--- src/rtl/ohp_pkg.sv ---
package ohp_pkg;
  function automatic int idx_width(input int n);
    return (n <= 2) ? 1 : $clog2(n);
  endfunction
endpackage

--- src/rtl/ohp_encode.sv ---
module ohp_encode #(
  parameter int N_STATES = 6,
  parameter int IDX_W    = 3
) (
  input  logic [N_STATES-1:0] onehot_i,
  output logic [IDX_W-1:0]    index_o,
  output logic                parity_o
);
  always_comb begin
    index_o = '0;
    for (int i = 0; i < N_STATES; i++) begin
      if (onehot_i[i]) index_o = index_o | IDX_W'(i);
    end
  end

  assign parity_o = ^index_o;
endmodule

--- src/rtl/ohp_correct.sv ---
module ohp_correct #(
  parameter int N_STATES = 6,
  parameter int IDX_W    = 3
) (
  input  logic [N_STATES-1:0] oh_q,
  input  logic [IDX_W-1:0]    idx_q,
  input  logic                par_q,
  output logic [N_STATES-1:0] fixed_o,
  output logic                upset_o
);
  logic [N_STATES-1:0] decoded;
  logic                par_bad;

  for (genvar i = 0; i < N_STATES; i++) begin : g_dec
    assign decoded[i] = (idx_q == IDX_W'(i));
  end

  assign par_bad = (^idx_q) ^ par_q;
  assign fixed_o = par_bad ? oh_q : decoded;
  assign upset_o = par_bad | (oh_q != decoded);
endmodule

--- src/rtl/ohp_state_reg.sv ---
module ohp_state_reg #(
  parameter int N_STATES  = 6,
  parameter int RESET_IDX = 0,
  localparam int IDX_W    = ohp_pkg::idx_width(N_STATES),
  localparam int INJ_W    = N_STATES + IDX_W + 1
) (
  input  logic                clk,
  input  logic                rst,
  input  logic                load_en,
  input  logic [N_STATES-1:0] next_i,
  input  logic [INJ_W-1:0]    inj_i,
  output logic [N_STATES-1:0] state_o,
  output logic                upset_o
);
  localparam logic [N_STATES-1:0] RST_OH  = N_STATES'(1) << RESET_IDX;
  localparam logic [IDX_W-1:0]    RST_IDX = IDX_W'(RESET_IDX);
  localparam logic                RST_PAR = ^RST_IDX;

  logic [N_STATES-1:0] oh_q, fixed, sel;
  logic [IDX_W-1:0]    idx_q, sel_idx;
  logic                par_q, sel_par;

  ohp_correct #(.N_STATES(N_STATES), .IDX_W(IDX_W)) u_correct (
    .oh_q(oh_q), .idx_q(idx_q), .par_q(par_q),
    .fixed_o(fixed), .upset_o(upset_o)
  );

  assign sel = load_en ? next_i : fixed;

  ohp_encode #(.N_STATES(N_STATES), .IDX_W(IDX_W)) u_encode (
    .onehot_i(sel), .index_o(sel_idx), .parity_o(sel_par)
  );

  always_ff @(posedge clk) begin
    if (rst) begin
      oh_q  <= RST_OH;
      idx_q <= RST_IDX;
      par_q <= RST_PAR;
    end else begin
      oh_q  <= sel     ^ inj_i[N_STATES-1:0];
      idx_q <= sel_idx ^ inj_i[N_STATES +: IDX_W];
      par_q <= sel_par ^ inj_i[INJ_W-1];
    end
  end

  assign state_o = fixed;
endmodule

--- config.mk ---
export PLATFORM = sky130hd
export DESIGN_NAME = ohp_state_reg
export DESIGN_NICKNAME = d
export VERILOG_FILES = /design/src/rtl/ohp_pkg.sv /design/src/rtl/ohp_encode.sv /design/src/rtl/ohp_correct.sv /design/src/rtl/ohp_state_reg.sv
export SDC_FILE = /design/constraint.sdc
export NUM_CORES = 1
export LEC_CHECK = 0
export BUFFER_PORTS_ARGS = -buffer_cell sky130_fd_sc_hd__buf_2
export CAP_MARGIN = 40
export CORE_AREA = 2 2 45 47
export CTS_CLUSTER_DIAMETER = 60
export DETAILED_ROUTE_END_ITERATION = 8
export DIE_AREA = 0 0 47 49
export PLACE_DENSITY = 0.75
export SYNTH_ARGS = -nofsm -noshare
export SYNTH_HDL_FRONTEND = slang
export SYNTH_SLANG_ARGS = --single-unit
--- constraint.sdc ---
create_clock -name clk -period 3.2 [get_ports clk]
set_clock_uncertainty 0.2 [all_clocks]
set_input_delay 0 -clock clk [delete_from_list [all_inputs] [get_ports clk]]
set_output_delay 0 -clock clk [all_outputs]
set_load 0.05 [all_outputs]
==> results by group, run 1 <==
Outcome
  – Status: finished clean

Pwr
  – Maximum vdd drop: 0.000668 V
  – Pwr Total: around 0.0014 W
  – Power share of the clock group: 0.083
  – Cell Int Power: roughly 0.00067 W
  – Leak: ~0.56 nW
  – Reg power frac: 0.172
  – Pwr dens: 1120 nW/µm²
  – P_sw: between 0.0007 and 0.0008 W
  – Sw frac: 0.523
  – Combinational Power Share: 0.745

Finish
  – Ratio of cells with drive above 1 in the final layout: 0.280
  – Nets: 167
  – Commonest cells after routing, fill and taps aside: buf_2, dlygate4sd3_1, nor2_1
  – Most common cell after layout, fill and taps aside: buf_2
  – N_diodes: 0
  – Area added between synthesis and finish: 42.5%

CTS
  – Setup bufs post-CTS: 0
  – CTS tree: yes
  – Buffer levels on the longest clock path: 2
  – Post_cts resized: 0
  – Clock root cell: clkbuf_4
  – Clock-pin slew on the worst setup and hold paths: roughly 0.070 ns
  – CTS Buf Count: 3
  – # clock sinks: 10
  – # hold bufs at CTS: 20
  – Worst skew pair latency: about 0.26 ns
  – H-tree Lvls: 1

Logic synthesis
  – Syn avg cell area: between 8 and 9 µm²
  – Async S/R FF share, synth: 0
  – Dominant cell type by area after synthesis: dfxtp_1
  – Post-synth top area share: 0.230
  – Largest cells by area after synthesis: dfxtp_1, mux2i_1, xor2_1
  – Synth Flop Type: dfxtp_1
  – Syn. warnings: 0
  – Synth Instances: 98
  – Register bit count reported by yosys: 10
  – Number of synthesized flops with an enable pin: 0
  – Post-synthesis sequential area ratio: 0.230
  – Yosys cell types: 35
  – Synthesized Nets: 121
  – Mapped Area: around 870 µm²

Setup path
  – Crit start category: flip-flop
  – Crit path capture type: flip-flop
  – Worst reg2reg path startpoint: idx_q[0]$_SDFF_PP0_
  – Crit-path most repeated cell: xor2_1
  – Flop2flop setup slack: 0.17 ns
  – Worst setup path class: flip-flop to flip-flop
  – CP max stage delay: 0.55 ns
  – Crit path cell chain: inv_1 -> ha_1 -> xor2_4 -> xor2_1 -> a22o_2 -> mux2_2 -> xor2_1 -> dlygate4sd3_1 -> and2b_1
  – Crit Path Max Fanout: 9
  – CP arrival: 2.99 ns
  – Reg2reg end: oh_q[4]$_SDFF_PP0_
  – CP max stage cell: dlygate4sd3_1
  – Worst path required time: around 3.2 ns
  – Worst Reg2Reg Path Length in Cells: 9

Die
  – Die footprint: ~2300 µm²
  – Site Rows: 16
  – Die H: between 40 and 50 µm
  – Core Box Area: approximately 1800 µm²
  – Die X: 47 µm
  – Top Ports: 26
  – Starting Density: 0.473

Placed design
  – Port Buffers: 25
  – Final HPWL DP: ~1400 µm
  – RePlAce Congestion: around 0.75

Routing
  – Post-Route WL: ~2100 µm
  – DRC Markers: 0
  – Mean number of vias per cell: 5.02
  – DRT iter0 DRCs: 11
  – DR vias: approximately 850
  – Number of routed nets with antenna violations: 0
  – DRT Pass-1 Iters: 5
  – DR WL/cell: between 10 and 15 µm

STA
  – Fin. Hold Viols: 0
  – Final Cycle Share: 0.946
  – Highest clock rate: about 330 MHz
  – Final hold slack: slightly below 0.4 ns
  – Slew Viols, Final: 0
  – Final number of setup-violating endpoints: 0
  – Slew headroom: 0.569
  – Tmin final: around 3.0 ns
  – Setup TNS: 0 ns
  – RSZ-0062 raised after global routing: false
  – Worst-Margin Slew: 0.646 ns

Worst hold path
  – Hold Startpoint: rst
  – Hold path cells: 3
  – Hold Crit Endpoint: idx_q[1]$_SDFF_PP0_
  – Worst hold path class: input pin to flip-flop

Global route
  – Global-route total usage across every layer: 0.213
  – GR Overflow Total: 0
  – Vias in the first global route: approximately 800
  – Largest net degree at the start of global routing: 22
  – Initial antenna violation count: 0
  – Global-route wire length before repair: about 3600 µm

Flow run
  – Max Cap Viol: 0
registers in the layout (all words and copies together), names as in the netlist:
register  flops
oh_q          6
idx_q         3
par_q         1
power by group through the flow:
stage                     combinational [W]  clock, W  sequential [W]
after global routing                0.00112  0.000125        0.000251
after CTS                           0.00102  0.000117        0.000238
final                               0.00104  0.000115        0.000241
after global placement             0.000906         0        0.000239
after detailed placement           0.000927         0        0.000240
after floorplan                    0.000809         0        0.000205
logic make-up (layout without fill, tap and decap cells):
| family | count (synthesis) | count (layout) | share of synthesized area |
|---|---|---|---|
| DFF | 10 | 10 | 0.230 |
| buffers and inverters | 6 | 51 | 0.0374 |
| xor gates and xnor gates | 14 | 14 | 0.162 |
| adders and majority gates | 4 | 4 | 0.0575 |
| AOI/OAI and AO/OA | 19 | 19 | 0.158 |
| muxes | 10 | 10 | 0.132 |
| and+or+nand+nor | 35 | 35 | 0.223 |
synthesized netlist by cell type, drive strengths merged (2+ instances only):
library cell / count
nor2: 13
dfxtp: 10
xor2: 9
mux2i: 8
nand2b: 7
a21oi: 5
xnor2: 5
a22o: 4
buf: 4
ha: 4
nand2: 3
nand3: 3
a31oi: 2
inv: 2
mux2: 2
o21a: 2
o32ai: 2
metrics by stage:
step / util / std cells / setup WS (ns) / cell area (µm²)
4_1_cts: 0.674 / 170 / 0.217 / 1240
5_1_grt: 0.674 / 170 / 0.0569 / 1240
6_report: 0.674 / 170 / 0.172 / 1240
3_5_place_dp: 0.546 / 146 / 0.774 / 1000
2_1_floorplan: - / 98 / 0.214 / 871
3_3_place_gp: 0.546 / 146 / 0.840 / 1000
worst max path at each step:
stage / from / end / slack [ns] / depth (start not counted)
finish: idx_q[0]$_SDFF_PP0_ / oh_q[4]$_SDFF_PP0_ / 0.17 / 9
global route: idx_q[0]$_SDFF_PP0_ / oh_q[4]$_SDFF_PP0_ / 0.06 / 9
CTS: idx_q[0]$_SDFF_PP0_ / par_q$_SDFF_PP0_ / 0.22 / 9
detailed placement: idx_q[0]$_SDFF_PP0_ / oh_q[1]$_SDFF_PP0_ / 0.77 / 8
global placement: idx_q[0]$_SDFF_PP0_ / par_q$_SDFF_PP0_ / 0.84 / 8
floorplan: idx_q[0]$_SDFF_PP0_ / par_q$_SDFF_PP0_ / 0.21 / 8
layer usage:
| metal | vias up | track usage | routed length, µm |
|---|---|---|---|
| li1 | 435 | - | - |
| met4 | 0 | 0.0509 | 0 |
| met3 | 0 | 0.0333 | 78 |
| met5 | - | 0 | 0 |
| met2 | 18 | 0.347 | 1090 |
| met1 | 401 | 0.286 | 970 |
area by class of cell:
class / count / area, µm²
inverters: 2 / 7.51
well taps: 27 / 33.8
clock buffers: 4 / 36.3
fillers: 153 / 601
repair buffers: 45 / 325
flip-flops and latches: 10 / 200
multi-input cells: 82 / 638
critical path, delay by kind of cell, from the launching register on:
family | cells | cell delay, ns
multiplexers | 1 | 0.28
AND/OR/NAND/NOR | 1 | 0.15
AO/OA/AOI/OAI | 1 | 0.27
adder cells (fa/ha/maj) | 1 | 0.36
XOR/XNOR | 3 | 0.68
flip-flops | 1 | 0.37
buffers and inverters | 2 | 0.62
(Power assumes the default switching activity.)
==> run 2, diff against run 1 <==
--- a/config.mk
+++ b/config.mk
@@ -12,6 +12,7 @@
 export DETAILED_ROUTE_END_ITERATION = 8
 export DIE_AREA = 0 0 47 49
 export PLACE_DENSITY = 0.75
+export REMOVE_ABC_BUFFERS = 1
 export SYNTH_ARGS = -nofsm -noshare
 export SYNTH_HDL_FRONTEND = slang
 export SYNTH_SLANG_ARGS = --single-unit
==> results by group, run 2 (synthesized netlist as in run 1, its figures left out) <==
Placed design
  – Place WS: 0.802 ns (+0.0285 ns)
  – RePlAce Congestion: 0.768 (+1.9%)
  – Cells after DPL: 146 (unchanged)
  – Final HPWL DP: 1390 µm (-0.68%)
  – Port Buffers: 25 (unchanged)

Finish
  – Filler instances: 162 (+5.9%)
  – Most common cell after layout, fill and taps aside: buf_2
  – Final cell count without fillers: 168 (-1.2%)
  – Commonest cells after routing, fill and taps aside: buf_2, dlygate4sd3_1, nor2_1
  – Nets: 166 (-0.60%)
  – Ratio of cells with drive above 1 in the final layout: 0.277 (-0.00312)
  – N_diodes: 0 (unchanged)
  – Area of the multi-input gates: 638 µm² (unchanged)
  – Reg area: 200 µm² (unchanged)
  – Area added between synthesis and finish: 39.8%
  – Largest registers: oh_q (6), idx_q (3), par_q (1)
  – Largest register by flop count: oh_q
  – Largest register FFs: 6 (unchanged)

Setup path
  – Crit start category: flip-flop
  – CP arrival: 2.91 ns (-0.08 ns)
  – Crit path capture type: flip-flop
  – Worst setup path class: flip-flop to flip-flop
  – Worst path required time: 3.14 ns (-0.03 ns)
  – Crit Path Max Fanout: 9 (unchanged)

Routing
  – Post-Route WL: 2020 µm (-5.3%)
  – DRC Markers: 0 (unchanged)
  – DR WL/cell: 12.0 µm (-4.2%)
  – DRT Pass-1 Iters: 4 (-1)
  – Mean number of vias per cell: 5.04 (+0.24%)
  – DRT iter0 DRCs: 16 (+5)
  – DR vias: 846 (-0.94%)
  – Number of routed nets with antenna violations: 0 (unchanged)

STA
  – Highest clock rate: 336 MHz (+1.8%)
  – Tmin final: 2.98 ns (-0.0523 ns)
  – Slew Viols, Final: 0 (unchanged)
  – RSZ-0062 raised after global routing: false
  – Worst-Margin Slew: 0.654 ns (+0.00761 ns)
  – Setup ws final: 0.225 ns (+0.0523 ns)
  – Slew headroom: 0.564 (-0.00508)
  – Final number of setup-violating endpoints: 0 (unchanged)
  – Setup TNS: 0 ns (unchanged)
  – Fin. Hold Viols: 0 (unchanged)
  – Final Cycle Share: 0.930 (-0.0163)

Die
  – Starting Density: 0.473 (unchanged)
  – Core Box Area: 1840 µm² (unchanged)
  – Die footprint: 2300 µm² (unchanged)
  – Top Ports: 26 (unchanged)
  – Site Rows: 16 (unchanged)
  – Die H: 49 µm (unchanged)
  – Die X: 47 µm (unchanged)

CTS
  – CTS tree: yes
  – Worst skew pair latency: 0.25 ns (about the same)
  – # clock sinks: 10 (unchanged)
  – Clock-pin slew on the worst setup and hold paths: 0.07 ns (about the same)
  – Post_cts resized: 0 (unchanged)
  – H-tree Lvls: 1 (unchanged)
  – Buffer levels on the longest clock path: 2 (unchanged)
  – CTS Buf Count: 3 (unchanged)
  – Clock root cell: clkbuf_4

Global route
  – Global-route total usage across every layer: 0.192 (-0.0212)
  – Vias in the first global route: 798 (-1.4%)
  – Global-route wire length before repair: 3370 µm (-7.0%)
  – Initial antenna violation count: 0 (unchanged)
  – Largest net degree at the start of global routing: 22 (unchanged)
  – GR Overflow Total: 0 (unchanged)

Outcome
  – Status: finished clean

Flow run
  – Max Cap Viol: 0 (unchanged)

Pwr
  – Leak: 0.546 nW (-2.0%)
  – Pwr dens: 1100 nW/µm² (-1.9%)
  – Maximum vdd drop: 0.000543 V (-19%)

Worst hold path
  – Worst hold path class: input pin to flip-flop
==> run 2: worst max-delay path: stages, from the launching register on <==
cell	delay, ns
dfxtp_1	0.36
inv_1	0.07
ha_1	0.36
xor2_4	0.32
mux2i_1	0.38
mux2i_4	0.14
xor2_1	0.20
nand3_1	0.09
nor3b_2	0.17
dlygate4sd3_1	0.56
==> run 2: path summary, 6_finish.rpt <==
path | slack [ns] | cells past startpoint | start | to
min | 0.05 | 4 | next_i[4] | oh_q[4]$_SDFF_PP0_
max reg2reg | 0.22 | 9 | idx_q[0]$_SDFF_PP0_ | par_q$_SDFF_PP0_
min reg2reg | 0.75 | 4 | oh_q[4]$_SDFF_PP0_ | oh_q[4]$_SDFF_PP0_
max | 0.22 | 9 | idx_q[0]$_SDFF_PP0_ | par_q$_SDFF_PP0_
==> run 2: where the power goes <==
| group | total, W | switching (W) | internal (W) |
|---|---|---|---|
| Clock | 0.0000845 | 0.0000412 | 0.0000433 |
| Combinational | 0.00102 | 0.000595 | 0.000421 |
| Sequential | 0.000242 | 0.0000737 | 0.000168 |
| Total | 0.00134 | 0.000710 | 0.000633 |
==> run 2: per-layer routing <==
layer | global-route usage | share of wire
met4 | 0.0741 | 0.010
met5 | 0 | 0
met2 | 0.306 | 0.51
met3 | 0.0148 | 0.025
met1 | 0.260 | 0.46
==> run 2: repair_timing <==
action	CTS	global route
setup buffers	0	0
hold buffers	19	0
setup endpoints to repair	0	0
hold endpoints to repair	10	0
==> run 2: final cells by class <==
cell class                 count  share of cell area
clock buffer                   3              0.0185
multi-input combinational     82               0.524
inverter                       2             0.00617
sequential                    10               0.164
timing repair buffer          44               0.259
tap                           27              0.0277
==> run 2: through the flow <==
stage                     hold slack [ns]  area [µm²]  total power, W  utilization
after global routing               0.0695        1220         0.00144        0.661
after floorplan                    -0.130         846        0.000993            -
after detailed placement           0.0431        1000         0.00116        0.546
after global placement             0.0264        1000         0.00115        0.546
final                              0.0454        1220         0.00134        0.661
after CTS                          0.0221        1220         0.00133        0.661
==> run 3, diff against run 2 <==
--- a/config.mk
+++ b/config.mk
@@ -7,11 +7,11 @@
 export LEC_CHECK = 0
 export BUFFER_PORTS_ARGS = -buffer_cell sky130_fd_sc_hd__buf_2
 export CAP_MARGIN = 40
-export CORE_AREA = 2 2 45 47
+export CORE_AREA = 2 2 52 42
 export CTS_CLUSTER_DIAMETER = 60
 export DETAILED_ROUTE_END_ITERATION = 8
-export DIE_AREA = 0 0 47 49
-export PLACE_DENSITY = 0.75
+export DIE_AREA = 0 0 54 44
+export PLACE_DENSITY = 0.74
 export REMOVE_ABC_BUFFERS = 1
 export SYNTH_ARGS = -nofsm -noshare
 export SYNTH_HDL_FRONTEND = slang
==> constraint.sdc (replaced) <==
create_clock -name clk -period 3.4 [get_ports clk]
set_clock_uncertainty 0.2 [all_clocks]
set_input_delay 0 -clock clk [delete_from_list [all_inputs] [get_ports clk]]
set_output_delay 0 -clock clk [all_outputs]
set_load 0.05 [all_outputs]
==> results by group, run 3 (synthesized netlist as in run 1, its figures left out) <==
Die
  – Site Rows: 14 (-2)
  – Die X: 54 µm (+15%)
  – Die footprint: 2380 µm² (+3.2%)
  – Core Box Area: 1890 µm² (+2.7%)
  – Starting Density: 0.460 (-0.0125)
  – Top Ports: 26 (unchanged)
  – Die H: 44 µm (-10%)

Setup path
  – CP arrival: 3.23 ns (+0.32 ns)
  – Crit start category: flip-flop
  – Crit path cell chain: inv_1 -> ha_4 -> xor2_4 -> nor2_1 -> a22o_1 -> mux2i_1 -> xor2_1 -> dlygate4sd3_1 -> nand2b_1 -> dlygate4sd3_1
  – CP max stage cell: dlygate4sd3_1
  – Worst setup path class: flip-flop to flip-flop
  – Crit Path Max Fanout: 8 (-1)
  – Crit path capture type: flip-flop
  – Worst path required time: 3.36 ns (+0.22 ns)
  – Crit-path most repeated cell: dlygate4sd3_1
  – CP max stage delay: 0.56 ns (about the same)

Routing
  – Post-Route WL: 2180 µm (+7.9%)
  – DRT iter0 DRCs: 15 (-1)
  – DRC Markers: 0 (unchanged)
  – DR vias: 879 (+3.9%)
  – DRT Pass-1 Iters: 4 (unchanged)
  – Mean number of vias per cell: 5.17 (+2.7%)
  – DR WL/cell: 12.8 µm (+6.6%)
  – Number of routed nets with antenna violations: 0 (unchanged)

Finish
  – Area added between synthesis and finish: 47.3%
  – Nets: 171 (+3.0%)
  – N_diodes: 0 (unchanged)
  – Largest register by flop count: oh_q
  – Final cell count without fillers: 170 (+1.2%)
  – Filler instances: 157 (-3.1%)
  – Commonest cells after routing, fill and taps aside: buf_2, dlygate4sd3_1, nor2_1
  – Ratio of cells with drive above 1 in the final layout: 0.301 (+0.0248)
  – Most common cell after layout, fill and taps aside: buf_2
  – Largest register FFs: 6 (unchanged)
  – Largest registers: oh_q (6), idx_q (3), par_q (1)

Global route
  – GR Overflow Total: 0 (unchanged)
  – Global-route total usage across every layer: 0.203 (+0.0110)
  – Largest net degree at the start of global routing: 22 (unchanged)
  – Global-route wire length before repair: 3370 µm (+0.21%)
  – Vias in the first global route: 791 (-0.88%)
  – Initial antenna violation count: 0 (unchanged)

STA
  – Worst-Margin Slew: 0.738 ns (+0.0846 ns)
  – Highest clock rate: 306 MHz (-9.0%)
  – Setup ws final: 0.132 ns (-0.0925 ns)
  – Final Cycle Share: 0.961 (+0.0313)
  – Slew headroom: 0.507 (-0.0565)
  – Tmin final: 3.27 ns (+0.293 ns)
  – Setup TNS: 0 ns (unchanged)
  – Slew Viols, Final: 0 (unchanged)
  – Fin. Hold Viols: 0 (unchanged)
  – Final number of setup-violating endpoints: 0 (unchanged)
  – RSZ-0062 raised after global routing: false

Placed design
  – RePlAce Congestion: 0.805 (+4.7%)
  – Final HPWL DP: 1430 µm (+3.2%)
  – Port Buffers: 25 (unchanged)
  – Place WS: 0.966 ns (+0.163 ns)
  – Cells after DPL: 143 (-2.1%)

Pwr
  – Cell Int Power: 0.000652 W (+3.0%)
  – Pwr dens: 1050 nW/µm² (-4.4%)
  – Reg power frac: 0.172 (-0.008)
  – Maximum vdd drop: 0.000654 V (+20%)
  – Combinational Power Share: 0.765 (+0.008)
  – Sw frac: 0.518 (-0.0108)
  – P_sw: 0.000700 W (-1.3%)
  – Leak: 0.569 nW (+4.2%)
  – Power share of the clock group: 0.062 (about the same)

CTS
  – Clock-pin slew on the worst setup and hold paths: 0.06 ns (about the same)
  – Buffer levels on the longest clock path: 2 (unchanged)
  – CTS tree: yes
  – H-tree Lvls: 1 (unchanged)
  – # clock sinks: 10 (unchanged)
  – CTS Buf Count: 3 (unchanged)
  – Worst skew pair latency: 0.27 ns (+0.02 ns)
  – Clock root cell: clkbuf_4

Worst hold path
  – Worst hold path class: input pin to flip-flop

Outcome
  – Status: finished clean

Flow run
  – Max Cap Viol: 0 (unchanged)
## run 3: changes by cell type in the layout (fill, tap and decap cells not counted), sizes merged
| cell | change |
|---|---|
| buf | +2 |
| dlygate4sd3 | +3 |
## run 3: what timing repair did
item / 4_1_cts / 5_1_grt
endpoints found under the hold margin: 10 / 0
buffers inserted: 0 / 2
resized for setup: 0 / 3
hold buffers: 22 / 0
endpoints found under the setup margin: 0 / 2
## run 3: final cells by class
class                           instances  area [µm²]  share of cell area
Inverter                                2        7.51             0.00585
Multi-Input combinational cell         82         662               0.516
Sequential cell                        10         200               0.156
Clock buffer                            3        22.5              0.0176
Timing Repair Buffer                   49         360               0.281
Tap cell                               24        30.0              0.0234
## run 3: worst max-delay path, delay by kind of cell (launching register included)
| family | cells | cell delay, ns |
|---|---|---|
| AOI/OAI and AO/OA | 1 | 0.29 |
| xor gates and xnor gates | 2 | 0.46 |
| adders and majority gates | 1 | 0.29 |
| buffers and inverters | 3 | 1.22 |
| DFF | 1 | 0.37 |
| muxes | 1 | 0.16 |
| and+or+nand+nor | 2 | 0.18 |
## run 3: routing by layer
layer	GRT usage	vias up	share of wire
li1	-	442	-
met5	0	-	0
met3	0.0621	3	0.053
met4	0.0600	0	0.0069
met2	0.334	23	0.49
met1	0.253	411	0.45
## run 3: power by group through the flow
stage | registers [W] | clock network [W] | logic (W)
floorplan | 0.000212 | 0 | 0.000723
global placement | 0.000224 | 0 | 0.000855
detailed placement | 0.000230 | 0 | 0.000871
CTS | 0.000228 | 0.0000832 | 0.000973
global route | 0.000238 | 0.0000944 | 0.00111
finish | 0.000233 | 0.0000839 | 0.00103
## run 3: worst paths after layout
check / startpoint / to / slack [ns] / cells after the start
max reg2reg: idx_q[0]$_SDFF_PP0_ / oh_q[0]$_SDFF_PP1_ / 0.13 / 10
max: idx_q[0]$_SDFF_PP0_ / oh_q[0]$_SDFF_PP1_ / 0.13 / 10
min: next_i[4] / oh_q[4]$_SDFF_PP0_ / 0.0002 / 4
min reg2reg: oh_q[4]$_SDFF_PP0_ / oh_q[4]$_SDFF_PP0_ / 0.77 / 4
## run 3: stage by stage
step	hold slack [ns]	area [µm²]	utilization	power [W]
floorplan	-0.130	846	-	0.000935
global placement	0.0289	1000	0.529	0.00108
detailed placement	0.0343	1000	0.529	0.00110
CTS	0.00786	1240	0.657	0.00128
global route	0.00937	1280	0.678	0.00144
finish	0.000243	1280	0.678	0.00135
